==> config.mk <==
export PLATFORM = sky130hd
export DESIGN_NAME = linefill_ctrl
export DESIGN_NICKNAME = d
export VERILOG_FILES = /design/src/rtl/linefill_pkg.sv /design/src/rtl/linefill_bank.sv /design/src/rtl/linefill_fsm.sv /design/src/rtl/linefill_penalty.sv /design/src/rtl/linefill_ctrl.sv
export SDC_FILE = /design/constraint.sdc
export NUM_CORES = 2
export LEC_CHECK = 0
export BUFFER_PORTS_ARGS = -buffer_cell sky130_fd_sc_hd__buf_4
export CELL_PAD_IN_SITES_DETAIL_PLACEMENT = 0
export CELL_PAD_IN_SITES_GLOBAL_PLACEMENT = 1
export CORE_MARGIN = 1.5
export CORE_UTILIZATION = 50
export CTS_CLUSTER_SIZE = 12
export DETAILED_ROUTE_END_ITERATION = 10
export HOLD_SLACK_MARGIN = 0.02
export MAX_ROUTING_LAYER = met4
export PLACE_DENSITY = 0.87
export SETUP_SLACK_MARGIN = 0.15
export SYNTH_ARGS = -nofsm -noshare
export SYNTH_HDL_FRONTEND = slang
export SYNTH_SLANG_ARGS = --single-unit
==> constraint.sdc <==
create_clock -name clk -period 12.5 [get_ports clk]
set_clock_uncertainty 0.05 [all_clocks]
set_input_delay 2.5 -clock clk [delete_from_list [all_inputs] [get_ports clk]]
set_output_delay 2.5 -clock clk [all_outputs]
set_load 0.1 [all_outputs]
==> src/rtl/linefill_pkg.sv <==
package linefill_pkg;

    localparam int DATA_W = 32;

    typedef enum logic [1:0] {
        ST_IDLE,
        ST_ADDR,
        ST_ACCESS,
        ST_XFER
    } fill_state_e;

    // Content of main memory as a pure function of the word address.
    function automatic logic [DATA_W-1:0] mem_word(input logic [31:0] waddr);
        logic [31:0] prod;
        prod = waddr * 32'h9E37_79B1;
        return prod ^ 32'h5A5A_0F0F;
    endfunction

endpackage

==> src/rtl/linefill_bank.sv <==
module linefill_bank
    import linefill_pkg::*;
#(
    parameter int LAT     = 15,
    parameter int WADDR_W = 18
) (
    input  logic                 clk,
    input  logic                 rst_n,
    input  logic                 start,
    input  logic [WADDR_W-1:0]   waddr,
    output logic                 done,
    output logic [DATA_W-1:0]    data
);

    localparam int CW = $clog2(LAT + 1);

    logic [CW-1:0]      remain_q;
    logic [WADDR_W-1:0] addr_q;
    logic [DATA_W-1:0]  data_q;

    // Countdown of the access latency; the final cycle raises done.
    always_ff @(posedge clk or negedge rst_n) begin
        if (!rst_n) begin
            remain_q <= '0;
            addr_q   <= '0;
        end else if (start) begin
            remain_q <= CW'(LAT);
            addr_q   <= waddr;
        end else if (remain_q != '0) begin
            remain_q <= remain_q - 1'b1;
        end
    end

    assign done = (remain_q == CW'(1));

    // Data register loads at the end of the access and holds.
    always_ff @(posedge clk or negedge rst_n) begin
        if (!rst_n) begin
            data_q <= '0;
        end else if (done) begin
            data_q <= mem_word(32'(addr_q));
        end
    end

    assign data = data_q;

endmodule

==> src/rtl/linefill_fsm.sv <==
module linefill_fsm
    import linefill_pkg::*;
#(
    parameter int NBANK  = 4,
    parameter int BEAT_W = 2
) (
    input  logic              clk,
    input  logic              rst_n,
    input  logic              accept,
    input  logic              interleave,
    input  logic [NBANK-1:0]  bank_done,
    output logic [NBANK-1:0]  bank_start,
    output logic [BEAT_W-1:0] beat,
    output logic              busy,
    output logic              word_valid,
    output logic              word_last
);

    fill_state_e state_q, state_d;
    logic [BEAT_W-1:0] beat_q;
    logic              final_beat;

    assign final_beat = (beat_q == BEAT_W'(NBANK - 1));

    // State register and beat counter.
    always_ff @(posedge clk or negedge rst_n) begin
        if (!rst_n) begin
            state_q <= ST_IDLE;
            beat_q  <= '0;
        end else begin
            state_q <= state_d;
            if (accept) begin
                beat_q <= '0;
            end else if (state_q == ST_XFER && !final_beat) begin
                beat_q <= beat_q + 1'b1;
            end
        end
    end

    // Next-state selection.
    always_comb begin
        state_d = state_q;
        unique case (state_q)
            ST_IDLE:   if (accept) state_d = ST_ADDR;
            ST_ADDR:   state_d = ST_ACCESS;
            ST_ACCESS: if (bank_done[beat_q]) state_d = ST_XFER;
            ST_XFER: begin
                if (final_beat)       state_d = ST_IDLE;
                else if (interleave)  state_d = ST_XFER;
                else                  state_d = ST_ACCESS;
            end
        endcase
    end

    // Outputs decoded from state.
    always_comb begin
        bank_start = '0;
        word_valid = 1'b0;
        word_last  = 1'b0;
        busy       = 1'b1;
        unique case (state_q)
            ST_IDLE: busy = 1'b0;
            ST_ADDR: begin
                if (interleave) bank_start = '1;
                else            bank_start = NBANK'(1);
            end
            ST_ACCESS: ;
            ST_XFER: begin
                word_valid = 1'b1;
                word_last  = final_beat;
                if (!interleave && !final_beat)
                    bank_start = NBANK'(1) << (beat_q + 1'b1);
            end
        endcase
    end

    assign beat = beat_q;

endmodule

==> src/rtl/linefill_penalty.sv <==
module linefill_penalty #(
    parameter int CNT_W = 8
) (
    input  logic             clk,
    input  logic             rst_n,
    input  logic             accept,
    input  logic             busy,
    input  logic             done_beat,
    output logic [CNT_W-1:0] penalty
);

    logic [CNT_W-1:0] run_q;
    logic [CNT_W-1:0] pen_q;

    // run_q equals the cycle number of the fill during each busy cycle.
    always_ff @(posedge clk or negedge rst_n) begin
        if (!rst_n) begin
            run_q <= '0;
            pen_q <= '0;
        end else begin
            if (accept)    run_q <= CNT_W'(1);
            else if (busy) run_q <= run_q + 1'b1;
            if (done_beat) pen_q <= run_q;
        end
    end

    assign penalty = pen_q;

endmodule

==> src/rtl/linefill_ctrl.sv <==
module linefill_ctrl
    import linefill_pkg::*;
#(
    parameter int LINE_W = 16,
    parameter int NBANK  = 4,
    parameter int LAT    = 15,
    parameter int CNT_W  = 8
) (
    input  logic                       clk,
    input  logic                       rst_n,
    input  logic                       req_valid,
    output logic                       req_ready,
    input  logic [LINE_W-1:0]          req_line,
    input  logic                       req_interleave,
    output logic                       rsp_valid,
    output logic [DATA_W-1:0]          rsp_data,
    output logic [$clog2(NBANK)-1:0]   rsp_beat,
    output logic                       rsp_last,
    output logic [CNT_W-1:0]           penalty_cycles
);

    localparam int BEAT_W  = $clog2(NBANK);
    localparam int WADDR_W = LINE_W + BEAT_W;

    logic                 accept;
    logic                 busy;
    logic                 ilv_q;
    logic [LINE_W-1:0]    line_q;
    logic [NBANK-1:0]     bank_start;
    logic [NBANK-1:0]     bank_done;
    logic [DATA_W-1:0]    bank_data [NBANK];
    logic [BEAT_W-1:0]    beat;
    logic                 word_valid;
    logic                 word_last;

    assign req_ready = !busy;
    assign accept    = req_valid && !busy;

    // Request fields are held for the whole fill.
    always_ff @(posedge clk or negedge rst_n) begin
        if (!rst_n) begin
            ilv_q  <= 1'b0;
            line_q <= '0;
        end else if (accept) begin
            ilv_q  <= req_interleave;
            line_q <= req_line;
        end
    end

    linefill_fsm #(.NBANK(NBANK), .BEAT_W(BEAT_W)) u_fsm (
        .clk        (clk),
        .rst_n      (rst_n),
        .accept     (accept),
        .interleave (ilv_q),
        .bank_done  (bank_done),
        .bank_start (bank_start),
        .beat       (beat),
        .busy       (busy),
        .word_valid (word_valid),
        .word_last  (word_last)
    );

    for (genvar b = 0; b < NBANK; b++) begin : g_bank
        linefill_bank #(.LAT(LAT), .WADDR_W(WADDR_W)) u_bank (
            .clk   (clk),
            .rst_n (rst_n),
            .start (bank_start[b]),
            .waddr ({line_q, BEAT_W'(b)}),
            .done  (bank_done[b]),
            .data  (bank_data[b])
        );
    end

    linefill_penalty #(.CNT_W(CNT_W)) u_pen (
        .clk       (clk),
        .rst_n     (rst_n),
        .accept    (accept),
        .busy      (busy),
        .done_beat (word_last),
        .penalty   (penalty_cycles)
    );

    assign rsp_valid = word_valid;
    assign rsp_last  = word_last;
    assign rsp_beat  = beat;
    assign rsp_data  = word_valid ? bank_data[beat] : '0;

endmodule

==> results.md <==
* Status: finished clean
* Drc violations at 0
* Syn. warnings at 0
* Vert. Die Dim at 264 um
* Largest family of logic cells by synthesized area: adder cells
* Synth area leader: fa_1
* Worst Setup Start Kind: register
* DRT Pass-1 Iters at 5
* Worst skew pair latency at 0.59 ns
* Clock transition at path regs at 0.06 ns
* Nets@finish at 4,377
* Hpwl dp at 73,000 um
* Post-Syn Nets at 4,327
* Tot GR Track Use at 0.263
* Endpoint class of the critical path: register
* Via count at 22,313
* Antenna violations before repair at 3
* EDFF count, synth at 0
* Initial core utilization at 0.506
* Least-Margin Pin Slew at 1.10 ns
* Port-buffer cells at 64
* Share of the synthesized area in the top cell type at 0.316
* Reg power frac at 0.495
* Post-synthesis async set-or-reset flop share at 1.00
* Top FF cell, synth: dfrtp_1
* Seq/Total Area, Yosys at 0.181
* Synth area leaders: fa_1, dfrtp_1, ha_1
* Number of global-route vias before repair at 23,553
* Static leakage at 0.0206 uW
* Tot Pwr at 1660 uW
* Filler instances at 5,880
* Mux share of post-synthesis cell area at 0.0513
* Via density at 5.26
* Synth Instances at 3,304
* Clock Root Buffer: clkbuf_16
* Post-route setup TNS at 0 ns
* Cts repair resizes at 0
* Total setup buffers inserted after CTS at 0
* Worst VDD drop at 108 uV
* Largest net degree at the start of global routing at 105
* # H-tree levels at 1
* Max-cap violations at 0
* Minimum clock period at 6.10 ns
* Core Area at 67,200 um^2
* Worst Path Required at 12.89 ns
* Fin. Hold Viols at 0
* Clock share of power at 0.482
* Synth cell types at 69
* Max-slew violation count at 0
* CTS max path bufs at 3
* Switching share of power at 0.231
* GPL Wtd Cong at 0.990
* First-pass GRT wire length at 136,000 um
* Commonest cells post-synth: inv_1, fa_1, ha_1, nand2_1, dfrtp_1
* RSZ-0062 raised after global routing: false
* Wire per inst at 20.1 um
* Sw power at 383 uW
* # setup viols final at 0
* Worst Setup Path Type: register to register
* Synthesized flop and latch total at 246
* Layout Area Growth over Synthesis at 6.95%
* Adder-cell area share of the yosys netlist at 0.488
* Complex-gate fraction of the synthesized area at 0.0699
* Post-synthesis cell area at 34,000 um^2
* Fmax at 164 MHz
* Hold_buf cts at 0
* Most numerous cell in the Yosys netlist: inv_1
* Final ANT Viol Nets at 0
* WP data arrival at 6.49 ns
* Logic pwr share at 0.023
* Max Fanout on Critical Path at 8
* Die area at 69,500 um^2
* Clock sink count at 246
* Post-Synth Simple-Gate Area at 0.0646
* Worst slew margin at 0.268
* Power per cell area at 45.7 nW/um^2
* Num rows at 95
* CTS Buf Count at 28
* HP Class: register to register
* Synth Area in XOR/XNOR at 0.0462
* Chip width at 264 um
* Final WL at 85,400 um
* Initial DRC count at 1,377
* Int Pwr at 1280 uW
* Syn avg cell area at 10.3 um^2
* Share of layout cells above drive strength 1 at 0.0816
* Gr ovfl total at 0
* CTS tree: built
* Final period util at 0.488
* Boundary Pins at 65
[final timing paths]
kind | start | end | slack [ns] | depth (start not counted)
worst max-delay path | g_bank[3].u_bank.addr_q[6]$_DFFE_PN0P_ | g_bank[3].u_bank.data[30]$_DFFE_PN0P_ | 6.40 | 21
worst min-delay path | g_bank[2].u_bank.data[0]$_DFFE_PN0P_ | g_bank[2].u_bank.data[0]$_DFFE_PN0P_ | 0.42 | 1
worst max register to register | g_bank[3].u_bank.addr_q[6]$_DFFE_PN0P_ | g_bank[3].u_bank.data[30]$_DFFE_PN0P_ | 6.40 | 21
worst min register to register | g_bank[2].u_bank.data[0]$_DFFE_PN0P_ | g_bank[2].u_bank.data[0]$_DFFE_PN0P_ | 0.42 | 1
max in group asynchronous | rst_n | g_bank[0].u_bank.data[30]$_DFFE_PN0P_ | 8.07 | 3
min in group asynchronous | rst_n | g_bank[3].u_bank.addr_q[17]$_DFFE_PN0P_ | 1.87 | 1
[cell usage in the layout, fill, tap and decap left out, types with 9 or more instances in the layout]
cell type,n
a21o_1,46
a21oi_1,92
a31oi_1,11
and2_1,38
and3_1,9
buf_4,74
clkbuf_16,28
dfrtp_1,245
fa_1,536
ha_1,467
inv_1,839
mux2_2,86
mux4_2,33
nand2_1,244
nand2b_1,24
nand3_1,23
nor2_1,56
nor2b_1,10
nor3_1,18
o211ai_1,11
o21a_1,12
o21ai_0,140
or2_2,13
or3_1,11
xnor2_1,119
xor2_1,60
[power by group through the flow]
| stage | logic [uW] | clock network [uW] | registers, uW |
|---|---|---|---|
| floorplan | 15.1 | 0 | 832 |
| global placement | 38.4 | 0 | 836 |
| detailed placement | 40.2 | 0 | 835 |
| CTS | 39.5 | 819 | 822 |
| global route | 46.0 | 848 | 824 |
| finish | 38.3 | 801 | 822 |
[kinds of logic (layout without fill, tap and decap cells)]
| kind of cell | Yosys count | in the layout |
|---|---|---|
| AOI/OAI and AO/OA | 384 | 384 |
| xor gates and xnor gates | 179 | 179 |
| adders and majority gates | 1003 | 1003 |
| buffers and inverters | 895 | 962 |
| DFF | 246 | 246 |
| muxes | 122 | 122 |
| other | 0 | 1 |
| and+or+nand+nor | 475 | 475 |
[registers in the layout, indices dropped and copies added (netlist names)]
register,flops
u_pen.penalty,8
g_bank.u_bank.data,126
u_fsm.beat,2
line_q,16
ilv_q,1
u_pen.run_q,8
g_bank.u_bank.addr_q,67
u_fsm.state_q,2
g_bank.u_bank.remain_q,16
[per-layer routing]
metal  wire length, um  share of wire  track usage  up-vias
met4              1490          0.017       0.0411        0
li1                  -              -            -    10415
met2             38200           0.45        0.399      574
met5                 0              0            -        -
met3              4900          0.057       0.0320       74
met1             40800           0.48        0.386    11250
[through the flow]
| step | hold slack, ns | std cells | cell area (um^2) | setup slack [ns] | utilization |
|---|---|---|---|---|---|
| 6_report | 0.417 | 4245 | 36300 | 6.40 | 0.541 |
| 5_1_grt | 0.432 | 4244 | 36300 | 5.94 | 0.541 |
| 4_1_cts | 0.417 | 4244 | 36300 | 6.39 | 0.541 |
| 3_5_place_dp | 0.400 | 4197 | 35400 | 6.43 | 0.528 |
| 3_3_place_gp | 0.394 | 4197 | 35400 | 6.39 | 0.528 |
| 2_1_floorplan | 0.379 | 3304 | 34000 | 6.92 | - |
[critical path, stage by stage (launching register included)]
cell and delay, ns:
dfrtp_1 0.51, fa_1 0.72, xor2_1 0.18, ha_1 0.16, a21oi_1 0.06, fa_1 0.57, inv_1 0.06, fa_1 0.46
fa_1 0.53, inv_1 0.05, fa_1 0.49, inv_1 0.05, ha_1 0.33, a21oi_1 0.29, nor2b_1 0.07, o21ai_0 0.30
o21ai_0 0.18, a311oi_2 0.35, o31ai_2 0.13, o31ai_2 0.20, xnor2_1 0.14, o21ai_1 0.07
[cell type report]
type                    count  area, um^2  area share
well taps                 873        1090      0.0301
diodes                      1        2.50   0.0000689
clock buffers              39         782      0.0215
repair buffers             75         571      0.0157
flip-flops and latches    246        6160       0.169
inverters                 840        3150      0.0868
clock inverters             8        97.6     0.00269
multi-input cells        2163       24500       0.674
No activity file was read; power rests on OpenSTA's default activity.
